## src/rtl/dram_rc_pkg.sv

```systemverilog
package dram_rc_pkg;
  localparam int BASE_LOG2  = 17;
  localparam int CODE_W     = 4;
  localparam int NUM_DEPTHS = 8;
  localparam int MAX_WBITS  = BASE_LOG2 + NUM_DEPTHS - 1;
  localparam int MAX_FIELD  = (MAX_WBITS + 1) / 2;
  localparam int CNT_W      = 5;

  typedef struct packed {
    logic [CNT_W-1:0] cols;
    logic [CNT_W-1:0] rows;
    logic [1:0]       shift;
  } geom_t;

  function automatic logic code_ok(input logic [CODE_W-1:0] code);
    return int'(code) < NUM_DEPTHS;
  endfunction

  function automatic logic [CNT_W-1:0] word_bits(input logic [CODE_W-1:0] code);
    logic [CODE_W-1:0] eff;
    eff = code_ok(code) ? code : '0;
    return CNT_W'(BASE_LOG2) + CNT_W'(eff);
  endfunction

  function automatic geom_t make_geom(input logic [CODE_W-1:0] code, input logic wide);
    geom_t g;
    logic [CNT_W-1:0] n;
    n       = word_bits(code);
    g.cols  = n >> 1;
    g.rows  = n - (n >> 1);
    g.shift = wide ? 2'd2 : 2'd1;
    return g;
  endfunction
endpackage

```

## src/rtl/dram_geom_decode.sv

```systemverilog
module dram_geom_decode
  import dram_rc_pkg::*;
(
  input  logic [CODE_W-1:0] bank_code,
  input  logic              port_32,
  output geom_t             geom,
  output logic              code_legal
);
  assign geom       = make_geom(bank_code, port_32);
  assign code_legal = code_ok(bank_code);
endmodule

```

## src/rtl/dram_field_split.sv

```systemverilog
module dram_field_split
  import dram_rc_pkg::*;
#(
  parameter int ADDR_W = 28
) (
  input  logic [ADDR_W-1:0]    byte_addr,
  input  geom_t                geom,
  output logic [MAX_FIELD-1:0] row_field,
  output logic [MAX_FIELD-1:0] col_field
);
  logic [MAX_FIELD-1:0] col_src;
  logic [MAX_FIELD-1:0] row_src;

  assign col_src = MAX_FIELD'(byte_addr >> geom.shift);
  assign row_src = MAX_FIELD'((byte_addr >> geom.shift) >> geom.cols);

  for (genvar i = 0; i < MAX_FIELD; i++) begin : g_bit
    assign col_field[i] = (CNT_W'(i) < geom.cols) & col_src[i];
    assign row_field[i] = (CNT_W'(i) < geom.rows) & row_src[i];
  end
endmodule

```

## src/rtl/dram_pin_drive.sv

```systemverilog
module dram_pin_drive
  import dram_rc_pkg::*;
#(
  parameter int ADDR_W = 28
) (
  input  logic                 clk,
  input  logic                 rst_n,
  input  logic                 col_phase,
  input  logic [MAX_FIELD-1:0] row_field,
  input  logic [MAX_FIELD-1:0] col_field,
  input  logic [1:0]           shift,
  output logic [ADDR_W-1:0]    pin_addr
);
  logic [MAX_FIELD-1:0] sel_field;
  logic [ADDR_W-1:0]    placed;

  assign sel_field = col_phase ? col_field : row_field;
  assign placed    = ADDR_W'(sel_field) << shift;

  always_ff @(posedge clk or negedge rst_n) begin
    if (!rst_n) pin_addr <= '0;
    else        pin_addr <= placed;
  end
endmodule

```

## src/rtl/dram_rc_mux.sv

```systemverilog
module dram_rc_mux
  import dram_rc_pkg::*;
#(
  parameter int ADDR_W = 28
) (
  input  logic              clk,
  input  logic              rst_n,
  input  logic [ADDR_W-1:0] byte_addr,
  input  logic [CODE_W-1:0] bank_code,
  input  logic              port_32,
  input  logic              col_phase,
  output logic [ADDR_W-1:0] pin_addr
);
  geom_t                geom;
  logic                 code_legal;
  logic [MAX_FIELD-1:0] row_field;
  logic [MAX_FIELD-1:0] col_field;

  dram_geom_decode u_geom (
    .bank_code (bank_code),
    .port_32   (port_32),
    .geom      (geom),
    .code_legal(code_legal)
  );

  dram_field_split #(.ADDR_W(ADDR_W)) u_split (
    .byte_addr(byte_addr),
    .geom     (geom),
    .row_field(row_field),
    .col_field(col_field)
  );

  dram_pin_drive #(.ADDR_W(ADDR_W)) u_drive (
    .clk      (clk),
    .rst_n    (rst_n),
    .col_phase(col_phase),
    .row_field(row_field),
    .col_field(col_field),
    .shift    (geom.shift),
    .pin_addr (pin_addr)
  );
endmodule

```

## config.mk

```make
export PLATFORM = sky130hd
export DESIGN_NAME = dram_rc_mux
export DESIGN_NICKNAME = d
export VERILOG_FILES = /design/src/rtl/dram_rc_pkg.sv /design/src/rtl/dram_geom_decode.sv /design/src/rtl/dram_field_split.sv /design/src/rtl/dram_pin_drive.sv /design/src/rtl/dram_rc_mux.sv
export SDC_FILE = /design/constraint.sdc
export NUM_CORES = 1
export LEC_CHECK = 0
export ABC_AREA = 1
export CAP_MARGIN = 15
export CORE_MARGIN = 2
export CORE_UTILIZATION = 50
export CTS_CLUSTER_DIAMETER = 80
export CTS_CLUSTER_SIZE = 24
export DETAILED_ROUTE_END_ITERATION = 7
export GPL_ROUTABILITY_DRIVEN = 0
export GPL_TIMING_DRIVEN = 0
export PLACE_DENSITY = 0.87
export RECOVER_POWER = 100
export SYNTH_ARGS = -nofsm -noshare
export SYNTH_HDL_FRONTEND = slang
export SYNTH_SLANG_ARGS = --single-unit
```

## constraint.sdc

```tcl
create_clock -name clk -period 1 [get_ports clk]
set_input_delay 0.1 -clock clk [delete_from_list [all_inputs] [get_ports clk]]
set_output_delay 0.1 -clock clk [all_outputs]
set_load 0.1 [all_outputs]
```

==> results.json <==
{
  "wl_um": 6699,
  "cts_sinks": 15,
  "largest_register": "u_drive.pin_addr",
  "fp-row-count": 22,
  "drt-pass1-iter-count": 6,
  "setup_viol": 13,
  "avgSynthCellArea_um2": 5.916,
  "design_area_mm2": 0.003048,
  "grt_max_degree": 16,
  "ant_nets": 0,
  "grt_util_met3": 0.03596,
  "gr-usage-met2": 0.4566,
  "areaGrowthSynthToFinish_pct": 61.00,
  "crit_required_ns": 1.18,
  "reg.largest.list": "u_drive.pin_addr (15)",
  "comb_power_share": 0.665,
  "layout_common_cells": "117 x nand2_1, 70 x nand3_1, 43 x buf_4",
  "yosysUniqueCellTypes": 22,
  "grt_pass1_vias": 2061,
  "cts_htree_levels": 1,
  "p_int_uw": 1706,
  "power.switching_uw": 1834,
  "power.total_uw": 3540,
  "vias": 2625,
  "violations": "setup timing",
  "rsz0062_at_grt": "yes",
  "critPathArrivalTime_ns": 1.89,
  "drive_above_1_share": 0.3499,
  "crit_fanout": 4,
  "synth_edf_count": 0,
  "end_kind": "flop",
  "yosysSeqAreaShare": 0.1983,
  "clock_path_buffers": 2,
  "largest_reg_flops": 15,
  "outcome": "complete, but fails checks",
  "grt_usage": 0.2646,
  "fin_ws_ns": -0.7061,
  "die-area_mm2": 0.004294,
  "dpl_cell_area_mm2": 0.002555,
  "period_minus_slack_ns": 1.706,
  "utilization": 0.8325,
  "hold_path.class": "in2async",
  "fmax_mhz": 586.1,
  "layout_commonest_cell": "nand2_1",
  "path_class": "in2reg",
  "antenna_found_initial": 0,
  "powerDensity_mw_per_mm2": 1161,
  "core_area_mm2": 0.003661,
  "cts_tree": "yes",
  "slew_headroom": 0.5945,
  "io_pins": 64,
  "max_cap_viol_count": 0,
  "drt-initial-drc-count": 377,
  "netlist_area_mm2": 0.001893,
  "use_met1": 0.3552,
  "die_h_um": 65.53,
  "hold_buffers": 0,
  "die_w_um": 65.53,
  "initial_utilization": 0.5171,
  "cts-root-buf": "clkbuf_8",
  "cts_buffers": 3,
  "wl_per_cell_um": 14.85,
  "cp-start-kind": "input pin",
  "drv_slew": 0,
  "fin_nets": 448,
  "yosysWarningCount": 0,
  "grt_overflow": 0,
  "busiest_layer": "met2",
  "drc": 0,
  "io_buffers": 49,
  "ys_seq_elements": 15,
  "tightest_slew_ns": 0.6063,
  "ir_worst_vdd_mv": 0.5841,
  "p_leak_uw": 0.001579,
  "clk_pin_slew_ns": 0.06,
  "switching_share": 0.5180,
  "pwr-share-clk": 0.138,
  "dp_hpwl_um": 4094,
  "synth_flop_cell": "dfrtp_1",
  "seqPwrFrac": 0.197,
  "hold_viol": 0,
  "fin_crit_sh": 1.706,
  "syn_inst": 320,
  "grt_pass1_wl_um": 9032,
  "vias_per_cell": 5.820,
  "async_flop_share": 1.000,
  "diodes": 0
}
worst max-delay path, stage by stage:
cell	delay [ns]
buf_6	0.11
nor2_4	0.13
ha_4	0.22
buf_8	0.13
inv_8	0.05
buf_8	0.11
fa_2	0.41
or2_4	0.26
nand3_2	0.08
nand3_2	0.07
nand2_2	0.08
nand2_1	0.05
nand2_1	0.08
cells by family after synthesis:
logic type | after synthesis | share of synthesized area
AND/OR/NAND/NOR | 253 | 0.5942
adder cells (fa/ha/maj) | 8 | 0.05684
buffers and inverters | 41 | 0.1421
flip-flops | 15 | 0.1983
AO/OA/AOI/OAI | 2 | 0.006608
other | 1 | 0.001981
metrics by stage:
step	std cells	setup TNS, ns	hold slack [ns]	setup slack, ns
after floorplan	334	-6.446	-0.1956	-0.7703
after global placement	431	-24.44	0.5120	-1.540
after detailed placement	431	-24.89	0.5139	-1.570
after CTS	445	-6.726	0.2523	-0.6742
after global routing	451	-8.689	0.3679	-0.8480
final	451	-7.514	0.2984	-0.7061
metal layers:
metal / share of wire / vias to the layer above / wire (um)
li1: - / 1196 / -
met1: 0.38 / 1151 / 2527
met2: 0.46 / 223 / 3097
met3: 0.11 / 55 / 752
met4: 0.048 / 0 / 321
met5: 0 / - / 0
final cells by class:
cell class | count | area, um^2
multi-input cells | 278 | 1615
repair buffers | 65 | 626.9
fillers | 229 | 613.1
flip-flops and latches | 15 | 375.4
plain buffers | 30 | 260.3
inverters | 11 | 63.81
well taps | 48 | 60.06
clock buffers | 3 | 41.29
clock inverters | 1 | 5.005
timing repair:
item | CTS | global route
pin swaps | 16 | 14
setup endpoints to repair | 28 | 13
buffers inserted | 10 | 5
cloned | 0 | 2
gates resized for setup | 123 | 65
power by group through the flow:
stage	clock network, uW	logic, uW	registers, uW
after floorplan	0	956	1240
after detailed placement	0	1960	705
after CTS	483	2050	696
after global routing	522	2480	702
final	488	2360	696
after global placement	0	1950	704
path summary, 6_finish.rpt:
path	start	end	slack, ns	cells after the start
setup / recovery	bank_code[3]	u_drive.pin_addr[10]	-0.71	13
hold / removal	rst_n	u_drive.pin_addr[0]	0.30	1
max in group asynchronous	rst_n	u_drive.pin_addr[12]	0.31	1
min in group clk	bank_code[2]	u_drive.pin_addr[11]	0.47	7
cell usage after synthesis (2+ instances only):
master / count / area share
nand2_1: 130 / 0.26
buf_2: 7 / 0.019
inv_2: 3 / 0.0059
nand2_4: 3 / 0.018
inv_1: 7 / 0.014
buf_6: 3 / 0.018
buf_4: 17 / 0.067
nand3_1: 110 / 0.29
ha_1: 7 / 0.046
nor2_1: 6 / 0.012
nand2_2: 2 / 0.0066
dfrtp_1: 15 / 0.20
Note: power is estimated with default switching activity, not from simulation.
